## config.mk

```make
export PLATFORM = sky130hd
export DESIGN_NAME = fpstk_ctrl
export DESIGN_NICKNAME = d
export VERILOG_FILES = /design/src/rtl/fpstk_pkg.sv /design/src/rtl/fpstk_regfile.sv /design/src/rtl/fpstk_decode.sv /design/src/rtl/fpstk_tagfile.sv /design/src/rtl/fpstk_ctrl.sv
export SDC_FILE = /design/constraint.sdc
export NUM_CORES = 1
export LEC_CHECK = 0
export BUFFER_PORTS_ARGS = -buffer_cell sky130_fd_sc_hd__buf_2
export CAP_MARGIN = 20
export CORE_MARGIN = 8
export CORE_UTILIZATION = 30
export CTS_CLUSTER_DIAMETER = 150
export DETAILED_ROUTE_END_ITERATION = 16
export SYNTH_ARGS = -nofsm -noshare
export SYNTH_HDL_FRONTEND = slang
export SYNTH_HIERARCHICAL = 1
export SYNTH_SLANG_ARGS = --single-unit
```

## constraint.sdc

```tcl
create_clock -name clk -period 10.15 [get_ports clk]
set_input_delay 0 -clock clk [delete_from_list [all_inputs] [get_ports clk]]
set_output_delay 0 -clock clk [all_outputs]
set_load 0.01 [all_outputs]
```

## src/rtl/fpstk_pkg.sv

```systemverilog
package fpstk_pkg;
  localparam int TAG_W = 2;
  localparam logic [TAG_W-1:0] TAG_VALID = 2'b00;
  localparam logic [TAG_W-1:0] TAG_EMPTY = 2'b11;

  typedef enum logic [2:0] {
    OP_NOP   = 3'd0,
    OP_PUSH  = 3'd1,
    OP_POP   = 3'd2,
    OP_FREE  = 3'd3,
    OP_INC   = 3'd4,
    OP_DEC   = 3'd5,
    OP_READ  = 3'd6,
    OP_WRITE = 3'd7
  } op_e;
endpackage

```

## src/rtl/fpstk_regfile.sv

```systemverilog
module fpstk_regfile #(
  parameter int NREG = 8,
  parameter int DW   = 80,
  localparam int AW  = $clog2(NREG)
) (
  input  logic          clk,
  input  logic          we,
  input  logic [AW-1:0] waddr,
  input  logic [DW-1:0] wdata,
  input  logic [AW-1:0] raddr,
  output logic [DW-1:0] rdata
);
  logic [DW-1:0] mem [NREG];

  // One write port, one registered read port: block RAM friendly.
  always_ff @(posedge clk) begin
    if (we) mem[waddr] <= wdata;
    rdata <= mem[raddr];
  end
endmodule

```

## src/rtl/fpstk_decode.sv

```systemverilog
module fpstk_decode
  import fpstk_pkg::*;
#(
  parameter int NREG = 8,
  localparam int AW  = $clog2(NREG)
) (
  input  logic [2:0]            cmd,
  input  logic [AW-1:0]         idx,
  input  logic                  pop_after,
  input  logic [AW-1:0]         top,
  input  logic [TAG_W*NREG-1:0] tags,
  output logic [AW-1:0]         top_nx,
  output logic                  ovf,
  output logic                  unf,
  output logic                  rd_ok,
  output logic [AW-1:0]         rd_addr,
  output logic                  we,
  output logic [AW-1:0]         waddr,
  output logic                  set_valid,
  output logic [AW-1:0]         valid_addr,
  output logic                  set_empty,
  output logic [AW-1:0]         empty_addr,
  output logic                  cc_clr
);
  logic [AW-1:0] phys, below;
  logic          top_empty, src_empty, below_full;
  op_e           op;

  assign op         = op_e'(cmd);
  assign phys       = top + idx;
  assign below      = top - AW'(1);
  assign top_empty  = tags[TAG_W*top +: TAG_W] == TAG_EMPTY;
  assign src_empty  = tags[TAG_W*phys +: TAG_W] == TAG_EMPTY;
  assign below_full = tags[TAG_W*below +: TAG_W] != TAG_EMPTY;
  assign rd_addr    = phys;

  always_comb begin
    top_nx     = top;
    ovf        = 1'b0;
    unf        = 1'b0;
    rd_ok      = 1'b0;
    we         = 1'b0;
    waddr      = phys;
    set_valid  = 1'b0;
    valid_addr = phys;
    set_empty  = 1'b0;
    empty_addr = top;
    cc_clr     = 1'b0;
    unique case (op)
      OP_PUSH: begin
        if (below_full) ovf = 1'b1;
        else begin
          top_nx     = below;
          we         = 1'b1;
          waddr      = below;
          set_valid  = 1'b1;
          valid_addr = below;
        end
      end
      OP_POP: begin
        if (top_empty) unf = 1'b1;
        else begin
          set_empty = 1'b1;
          top_nx    = top + AW'(1);
        end
      end
      OP_FREE: begin
        set_empty  = 1'b1;
        empty_addr = phys;
      end
      OP_INC: begin
        top_nx = top + AW'(1);
        cc_clr = 1'b1;
      end
      OP_DEC: begin
        top_nx = below;
        cc_clr = 1'b1;
      end
      OP_READ: begin
        if (src_empty) unf = 1'b1;
        else rd_ok = 1'b1;
      end
      OP_WRITE: begin
        if (pop_after && top_empty) unf = 1'b1;
        else begin
          we        = 1'b1;
          set_valid = 1'b1;
          if (pop_after) begin
            set_empty = 1'b1;
            top_nx    = top + AW'(1);
          end
        end
      end
      default: ;
    endcase
  end
endmodule

```

## src/rtl/fpstk_tagfile.sv

```systemverilog
module fpstk_tagfile
  import fpstk_pkg::*;
#(
  parameter int NREG = 8,
  localparam int AW  = $clog2(NREG)
) (
  input  logic                  clk,
  input  logic                  rst,
  input  logic [AW-1:0]         top_nx,
  input  logic                  set_valid,
  input  logic [AW-1:0]         valid_addr,
  input  logic                  set_empty,
  input  logic [AW-1:0]         empty_addr,
  output logic [AW-1:0]         top,
  output logic [TAG_W*NREG-1:0] tags
);
  always_ff @(posedge clk) begin
    if (rst) top <= '0;
    else     top <= top_nx;
  end

  for (genvar g = 0; g < NREG; g++) begin : g_tag
    logic [TAG_W-1:0] tag_q;
    always_ff @(posedge clk) begin
      if (rst)
        tag_q <= TAG_EMPTY;
      else if (set_empty && empty_addr == AW'(g))
        tag_q <= TAG_EMPTY;   // a pop after a write to the same slot wins
      else if (set_valid && valid_addr == AW'(g))
        tag_q <= TAG_VALID;
    end
    assign tags[TAG_W*g +: TAG_W] = tag_q;
  end
endmodule

```

## src/rtl/fpstk_ctrl.sv

```systemverilog
module fpstk_ctrl
  import fpstk_pkg::*;
#(
  parameter int NREG = 8,
  parameter int DW   = 80,
  localparam int AW  = $clog2(NREG)
) (
  input  logic                  clk,
  input  logic                  rst,
  input  logic [2:0]            cmd,
  input  logic [AW-1:0]         idx,
  input  logic                  pop_after,
  input  logic [DW-1:0]         wdata,
  output logic [AW-1:0]         top_o,
  output logic [TAG_W*NREG-1:0] tags_o,
  output logic [DW-1:0]         rd_data,
  output logic                  rd_valid,
  output logic                  stk_flt,
  output logic                  inv_flt,
  output logic                  cc1
);
  logic [AW-1:0] top_nx, rd_addr, waddr, valid_addr, empty_addr;
  logic          ovf, unf, rd_ok, we, set_valid, set_empty, cc_clr;

  fpstk_decode #(.NREG(NREG)) u_dec (
    .cmd(cmd), .idx(idx), .pop_after(pop_after), .top(top_o), .tags(tags_o),
    .top_nx(top_nx), .ovf(ovf), .unf(unf), .rd_ok(rd_ok), .rd_addr(rd_addr),
    .we(we), .waddr(waddr), .set_valid(set_valid), .valid_addr(valid_addr),
    .set_empty(set_empty), .empty_addr(empty_addr), .cc_clr(cc_clr)
  );

  fpstk_tagfile #(.NREG(NREG)) u_tag (
    .clk(clk), .rst(rst), .top_nx(top_nx), .set_valid(set_valid),
    .valid_addr(valid_addr), .set_empty(set_empty), .empty_addr(empty_addr),
    .top(top_o), .tags(tags_o)
  );

  fpstk_regfile #(.NREG(NREG), .DW(DW)) u_rf (
    .clk(clk), .we(we), .waddr(waddr), .wdata(wdata),
    .raddr(rd_addr), .rdata(rd_data)
  );

  always_ff @(posedge clk) begin
    if (rst) begin
      rd_valid <= 1'b0;
      stk_flt  <= 1'b0;
      inv_flt  <= 1'b0;
      cc1      <= 1'b0;
    end else begin
      rd_valid <= rd_ok;
      stk_flt  <= ovf | unf;
      inv_flt  <= ovf | unf;
      if (ovf)                 cc1 <= 1'b1;
      else if (unf || cc_clr)  cc1 <= 1'b0;
    end
  end
endmodule

```

==> metrics.txt, run 1 <==
Avg WL per Cell around 21 um; Setup TNS 0 ps; Nets 1581; HP Class in2reg; clock skew 26.2 ps; final WL 58300 um; # DRC 0; Top Ports approximately 190; total core area 89600 sq um; Startpoint Class register; CTS resizes 0; Setup CP Type reg2reg; Setup Viol. Count Final 0; Max Root-Sink Buffers 3; syn nets 1266; top cell type's share of synthesized area between 70% and 80%; Layout area overhead 22.1%; number of port buffers around 190; Post-synth EDFFs 640; Vias/cell around 4.5; Area contributors post-synth edfxtp_1 71%, mux4_2 14%, dfxtp_1 7.0%; Place WS 4750 ps; PwrDens 241 nW/um^2; Switching Share about a quarter; Worst-Margin Slew 1110 ps; # fillers 8161; Total Routing Usage GR 11.5%; clock network power share 37.3%; status finished, final reports clean; Distinct cells, synth 44; DRT iter0 DRCs 828; initial antenna violation count 15; Mean Syn Cell Area between 20 and 25 sq um; die width 316 um; synthesis warning total 6; Slew headroom 25.8%; share of cells above drive strength 1 a little under two fifths; Async S/R FF share, synth 0%; routed vias 12420; top_reg_cell synth edfxtp_1; Synth Register Bits about 730; minimum clock period between 5000 and 6000 ps; DP HPWL 33700 um; Initial Util 30.2%; Clock Sinks around 730; clock root buffer clkbuf_16; Worst Path Required 10370 ps; pin count of the biggest net entering global routing 67; first-pass GRT wire length 87000 um; power share of the combinational group about 17%; Max Fclk around 190 MHz; CTS H-tree depth 3; Max Cap Violations 0; Syn Std Cell Area 27000 sq um; Antenna Nets Post-Route 0; synthesized instance count approximately 1200; TritonRoute pass-1 iters 5; top-count cell post-synth edfxtp_1; Final Hold Viols 0; sequential share of power 45.8%; crit-path max FO between 50 and 60; Cell Int Power roughly 6.0 mW; Max Slew Vio Count 0; Post-synth top cells 640 x edfxtp_1, 166 x mux4_2, 94 x dfxtp_1; sequential cell area 21100 sq um; Critical Path Sink Type register; clock input transition at the sequential cells of the worst setup and hold paths 60 ps; # rows 110; Total Die Area ~100000 sq um; worst endpoint data arrival time 5520 ps; Net Switching between 1.5 and 2 mW; post-synthesis sequential area ratio between 70% and 80%; global route overflow 0; GP Congestion 0.744; TritonCTS clock tree yes; vias in the first global route 13466; leakage power 10.9 nW; DIE HEIGHT 316 um; worst-skew pair later-pin latency 610 ps; Multi-input gate area 5550 sq um; VDD IR-drop max 0.142 mV; post-route setup slack 4850 ps; Yosys top cell by area edfxtp_1; Tcrit/Tclk final about 52%; RSZ-0062 raised after global routing no; CTS buffer count 80
metal layers:
| layer | track usage [%] | up-vias | wire [um] |
|---|---|---|---|
| met5 | 0 | - | 40 |
| met4 | 3.06 | 6 | 992 |
| met3 | 2.58 | 75 | 2720 |
| met2 | 20.0 | 246 | 29400 |
| met1 | 14.6 | 6583 | 25100 |
| li1 | - | 5510 | - |
placed cells by master (no fill, tap or decap), types with 16 or more instances in the layout:
master,Yosys,final
dfxtp_1,94,94
dlygate4sd3_1,0,87
clkbuf_16,0,82
nand2_1,19,19
mux2_2,80,80
buf_2,19,191
edfxtp_1,640,640
buf_4,13,16
mux4_2,166,166
registers in the layout, indices dropped and copies added, names as in the netlist:
register / count
inv_flt: 1
u_tag/top: 3
u_rf/rdata: 80
u_rf/mem: 640
u_tag/g_tag.tag_q: 8
rd_valid: 1
cc1: 1
repair_timing:
| item | 4_1_cts | 5_1_grt |
|---|---|---|
| setup buffers | 0 | 0 |
| endpoints found under the hold margin | 654 | 0 |
| hold buffers | 87 | 0 |
per-stage QoR:
stage / cell area [sq um] / hold WS, ps / power (mW) / utilization [%] / cells
after floorplan: 27000 / 69.1 / 4.56 / - / 1173
after global placement: 29200 / 263 / 5.05 / 32.6 / 2491
after detailed placement: 29200 / 271 / 5.06 / 32.6 / 2491
after CTS: 32900 / 174 / 8.09 / 36.7 / 2727
after global routing: 33000 / 212 / 8.29 / 36.8 / 2734
final: 33000 / 202 / 7.96 / 36.8 / 2740
power by group through the flow:
stage	registers [mW]	clock network (mW)	logic, mW
5_1_grt	3.67	3.16	1.46
3_3_place_gp	3.71	0	1.33
6_report	3.64	2.97	1.35
4_1_cts	3.66	3.05	1.38
3_5_place_dp	3.72	0	1.35
2_1_floorplan	3.76	0	0.803
final cells by class:
class	count	share of cell area, %
antenna	9	0.0683
tap	1176	4.46
clock inverter	47	1.74
multi-input combinational	365	16.8
clock buffer	102	6.64
timing repair buffer	298	6.19
inverter	9	0.125
sequential	734	64.0
logic make-up after synthesis:
logic type	share of synthesized area (%)
compound gates	0.898
xor+xnor	0.190
simple gates	1.49
flops	78.1
fa+ha+maj	0.213
mux	17.5
buf+inv	1.63
worst paths after layout:
check | from | endpoint | slack [ps] | depth (start not counted)
max reg2reg | u_tag/top[0] | u_rf/mem[2][79] | 4850 | 11
min reg2reg | u_tag/g_tag[1].tag_q[0] | u_tag/g_tag[1].tag_q[0] | 560 | 1
max | u_tag/top[0] | u_rf/mem[2][79] | 4850 | 11
min | wdata[66] | u_rf/mem[5][66] | 200 | 2
critical path: stages (launching register included):
cell	delay, ps
dfxtp_1	670
ha_4	210
inv_1	40
fa_1	370
xor2_1	240
xor2_1	350
clkinv_4	520
o31ai_1	230
o21ai_1	250
nand2b_1	370
nor2_4	700
buf_4	850
(Power assumes the default switching activity.)
==> run 2: changes to the inputs <==
==> constraint.sdc (replaced) <==
create_clock -name clk -period 4.65 [get_ports clk]
set_input_delay 0 -clock clk [delete_from_list [all_inputs] [get_ports clk]]
set_output_delay 0 -clock clk [all_outputs]
set_load 0.01 [all_outputs]
==> metrics.txt, run 2 (synthesized netlist as in run 1, its figures left out) <==
die width 316 um; DP HPWL 37300 um; CTS buffer count 78; PwrDens 518 nW/um^2; routed vias about 13000; Avg WL per Cell 21.7 um; TritonRoute pass-1 iters 5; Place WS 542 ps; TritonCTS clock tree yes; Nets 1593; Max Cap Violations 0; flip-flop count of the largest register after layout 640; global route overflow 0; Top Ports 192; Setup TNS 0 ps; Core Util, Final 36.9%; VDD IR-drop max approximately 0.28 mV; Largest regs u_rf/mem (640), u_rf/rdata (80), u_tag/g_tag.tag_q (8); total core area 89600 sq um; power after layout 17.1 mW; DRT iter0 DRCs between 800 and 900; clock input transition at the sequential cells of the worst setup and hold paths 60 ps; Initial Util 30.2%; Clock Sinks 734; Setup CP Type reg2reg; minimum clock period approximately 4100 ps; highest-count cells in the layout ignoring fill and taps 640 x edfxtp_1, 191 x buf_2, 166 x mux4_2; Biggest register u_rf/mem; Startpoint Class register; CTS H-tree depth 3; commonest non-fill, non-tap cell in the layout edfxtp_1; share of cells above drive strength 1 38.6%; number of port buffers 191; Cell Count, Final, Fillers Out 2747; clock root buffer clkbuf_16; worst-skew pair later-pin latency 620 ps; leakage power 10.9 nW; # rows between 100 and 150; status finished, final reports clean; Critical Path Sink Type register; Worst Path Required 4940 ps; Total Die Area 99900 sq um; Placed Cells 2510; post-route setup slack slightly above 500 ps; Slew headroom 32.6%; vias in the first global route 13712; pin count of the biggest net entering global routing around 120; first-pass GRT wire length 90200 um; clock skew ~22 ps; GP Congestion about 0.78; setup bufs post-CTS 0; # fillers 8078; HP Class in2reg; Antenna Nets Post-Route 0; RSZ-0062 raised after global routing no; Final Hold Viols 0; DIE HEIGHT 316 um; Max Root-Sink Buffers 3; initial antenna violation count 10; Layout area overhead 22.5%; Total Routing Usage GR 11.9%; Vias/cell about 4.6; Tcrit/Tclk final between 80% and 90%; final WL between 50000 and 60000 um; R2R setup slack 520 ps; Worst-Margin Slew 1000 ps; CTS resizes 0; worst endpoint data arrival time 4430 ps; crit-path max FO 28; # DRC 0; Max Fclk 242 MHz; Setup Viol. Count Final 0; Max Slew Vio Count 0
==> run 2: cell types whose count changed in the layout (fill, tap and decap cells not counted), moves of 2 or more <==
| cell | previous run | this run |
|---|---|---|
| buf_12 | 2 | 18 |
| clkbuf_1 | 13 | 21 |
| bufinv_16 | 10 | 5 |
| clkinv_1 | 13 | 8 |
| clkinv_4 | 5 | 1 |
| clkinv_8 | 3 | 0 |
| inv_6 | 4 | 7 |
| buf_16 | 2 | 0 |
| clkinv_2 | 7 | 9 |
| clkinvlp_4 | 4 | 2 |
| diode_2 | 9 | 7 |
| nor3_2 | 2 | 0 |
| nor3_4 | 0 | 2 |
==> run 2: critical path, stage by stage (launching register included) <==
cell	delay, ps
dfxtp_1	480
inv_1	140
ha_1	410
mux4_2	390
mux2i_4	250
nand3_1	180
o21ai_1	820
nand2b_1	300
nor2_4	510
buf_12	290
==> run 2: layer usage <==
metal	vias to the layer above	GRT usage, %	part of all wire [%]
li1	5529	-	-
met1	6772	16.0	44
met2	318	19.5	48
met3	89	2.65	5.2
met4	4	3.39	2.1
met5	-	0	0.045
==> run 2: power breakdown <==
| group | internal (mW) | switching (mW) |
|---|---|---|
| Sequential | 7.74 | 0.212 |
| Clock | 3.67 | 2.53 |
| Combinational | 1.43 | 1.56 |
| Total | 12.8 | 4.30 |
==> run 2: repair_timing <==
action	CTS	global route
endpoints found under the hold margin	654	0
hold buffers	86	0
setup endpoints to repair	0	0
==> run 2: cell type report <==
type                            count  area (sq um)  share of cell area [%]
Clock inverter                     34           363                    1.10
Sequential cell                   734         21100                    63.8
Multi-Input combinational cell    365          5560                    16.8
Inverter                            9          41.3                   0.125
Clock buffer                      110          2240                    6.76
Antenna cell                        7          17.5                  0.0529
Tap cell                         1176          1470                    4.45
Timing Repair Buffer              312          2300                    6.96
==> run 2: stage by stage <==
stage               hold slack, ps  instance area, sq um
finish                        9.80                 33100
global route                  44.2                 33100
CTS                           16.4                 33100
detailed placement             279                 29600
global placement               267                 29600
floorplan                     69.1                 27100
==> run 2: final timing paths <==
| check | start | endpoint | cells past startpoint |
|---|---|---|---|
| max | u_tag/top[1] | u_rf/mem[1][51] | 9 |
| min | pop_after | inv_flt | 6 |
| max reg2reg | u_tag/top[1] | u_rf/mem[1][51] | 9 |
| min reg2reg | u_tag/g_tag[5].tag_q[0] | u_tag/g_tag[5].tag_q[0] | 1 |
==> run 3: changes to the inputs <==
--- a/config.mk
+++ b/config.mk
@@ -5,9 +5,10 @@
 export SDC_FILE = /design/constraint.sdc
 export NUM_CORES = 1
 export LEC_CHECK = 0
+export ABC_AREA = 1
 export BUFFER_PORTS_ARGS = -buffer_cell sky130_fd_sc_hd__buf_2
 export CAP_MARGIN = 20
-export CORE_MARGIN = 8
+export CORE_MARGIN = 10
 export CORE_UTILIZATION = 30
 export CTS_CLUSTER_DIAMETER = 150
 export DETAILED_ROUTE_END_ITERATION = 16
==> metrics.txt, run 3 <==
R2R setup slack 520 ps; die width 341 um; Largest regs u_rf/mem (640), u_rf/rdata (80), u_tag/g_tag.tag_q (8); leakage power 16.6 nW; Biggest register u_rf/mem; Avg WL per Cell 16.0 um; CTS H-tree depth 3; worst-skew pair later-pin latency 630 ps; Top Ports 192; Critical Path Slowest Stage Cell nor2_4; Total Routing Usage GR 12.9%; Worst R2R Start u_tag/top[0]; Worst-Margin Slew between 1000 and 1500 ps; PwrDens 481 nW/um^2; RR Endpoint u_rf/mem[5][58]; Layout area overhead 19.2%; commonest non-fill, non-tap cell in the layout nand2_1; Critical Path Start u_tag/top[0]; Critical Path Sink Type register; Setup Viol. Count Final 0; Post-synth EDFFs between 600 and 700; TritonRoute pass-1 iters 5; initial antenna violation count 8; Vias/cell 4.23; # rows 117; worst endpoint data arrival time 4440 ps; first-pass GRT wire length 118000 um; synthesized instance count 3104; DIE HEIGHT 341 um; # DRC 0; Core Util, Final 36.1%; CP peak stage delay 680 ps; HP Class in2reg; power after layout 17.7 mW; Max Slew Vio Count 0; worst setup path end u_rf/mem[5][58]; post-synthesis mux area share 0%; Slew headroom 29.0%; Tcrit/Tclk final 88.9%; crit-path max FO 35; Max Cap Violations 0; post-synthesis sequential area ratio between 60 and 70%; top_reg_cell synth edfxtp_1; R2R depth 12; area share of fa/ha/maj cells after synthesis less than 1%; CTS buffer count between 80 and 90; Mean Syn Cell Area 9.96 sq um; Startpoint Class register; Antenna Nets Post-Route 0; Yosys top cell by area edfxtp_1; pin count of the biggest net entering global routing 165; TritonCTS clock tree yes; Total Die Area 116000 sq um; Synth Area in Compound Gates 0.563%; RSZ-0062 raised after global routing no; total core area 102000 sq um; top cell type's share of synthesized area 62.2%; VDD IR-drop max ~0.32 mV; Setup CP Type reg2reg; Max Fclk 242 MHz; Area contributors post-synth edfxtp_1 62%, nand2_1 14%, inv_1 8.2%; Hold WS 112 ps; Clock Sinks 734; Initial Util 30.3%; clock root buffer clkbuf_16; # fillers 10030; minimum clock period 4130 ps; post-synthesis xor/xnor area fraction 0.138%; GP Congestion 0.764; Syn Std Cell Area 30900 sq um; hold_buf cts 89; final WL 76900 um; share of cells above drive strength 1 a little over a tenth; highest-count cells in the layout ignoring fill and taps 1114 x nand2_1, 671 x inv_1, 640 x edfxtp_1; CTS resizes 0; Post-synth top cells 1114 x nand2_1, 672 x inv_1, 640 x edfxtp_1; synthesis warning total 6; setup bufs post-CTS 0; top-count cell post-synth nand2_1; Worst Path Required 4950 ps; clock skew roughly 13 ps; Nets ~3400; DP HPWL 44700 um; Distinct cells, synth 29; Synth Register Bits approximately 730; cell repeated most along the worst path nand2_1; Max Root-Sink Buffers 3; DRT iter0 DRCs 1459; number of port buffers 191; Final Hold Viols 0; routed vias 20294; post-synthesis simple-gate area fraction 19.9%; clock input transition at the sequential cells of the worst setup and hold paths 60 ps; flip-flop count of the largest register after layout 640; status finished, final reports clean; syn nets roughly 3200; Async S/R FF share, synth 0%; global route overflow 0; largest family of logic cells by synthesized area simple AND/OR/NAND/NOR gates; worst-path cell chain inv_1 > ha_1 > inv_1 > nand3_1 > nand2_1 > nand2_1 > nand2_2 > nand2_2 > o21ai_1 > nand2_1 > nor2_4 > buf_12; vias in the first global route between 15000 and 20000
## run 3: per-layer routing
| layer | track usage [%] | wire length (um) |
|---|---|---|
| met5 | 0 | 64 |
| met1 | 16.9 | 34900 |
| met2 | 21.4 | 36200 |
| met3 | 2.78 | 4180 |
| met4 | 3.65 | 1530 |
## run 3: metrics by stage
stage               setup TNS [ps]  setup slack, ps  std cells  cell area [sq um]
floorplan                  -393170            -1230       3104              30900
global placement                 0              600       4549              33200
detailed placement               0              532       4550              33300
CTS                              0              520       4791              36800
global route                     0              263       4792              36800
finish                           0              516       4795              36900
## run 3: critical path: cells and delay by family, from the launching register on
family                   cells  cell delay, ps
buffers and inverters        3             780
adder cells (fa/ha/maj)      1             440
AND/OR/NAND/NOR              7            1490
AO/OA/AOI/OAI                1             410
flip-flops                   1             660
## run 3: area by class of cell
cell class / count / area, sq um / share of cell area [%]
sequential: 734 / 21100 / 57.3
multi-input combinational: 1549 / 6490 / 17.6
inverter: 679 / 2570 / 6.98
timing repair buffer: 309 / 2300 / 6.23
clock buffer: 108 / 2230 / 6.05
tap: 1368 / 1710 / 4.64
clock inverter: 44 / 443 / 1.20
antenna: 4 / 10.0 / 0.0272
## run 3: power by group
group	internal (mW)	switching (mW)	leakage, nW	total (mW)
Clock	3.78	2.60	1.31	6.39
Combinational	1.04	2.30	8.78	3.33
Sequential	7.73	0.291	6.56	8.02
## run 3: how the worst min path moves through the flow
| stage | start | end | cells after the start |
|---|---|---|---|
| floorplan | rst | cc1 | 1 |
| global placement | wdata[50] | u_rf/mem[0][50] | 1 |
| detailed placement | wdata[29] | u_rf/mem[1][29] | 1 |
| CTS | idx[0] | u_rf/rdata[22] | 7 |
| global route | idx[0] | u_rf/rdata[22] | 7 |
| finish | idx[0] | u_rf/rdata[22] | 7 |
## run 3: logic make-up after synthesis
kind of cell             Yosys count
flip-flops                       734
buffers and inverters            821
XOR/XNOR                           4
AND/OR/NAND/NOR                 1510
AO/OA/AOI/OAI                     31
adder cells (fa/ha/maj)            4
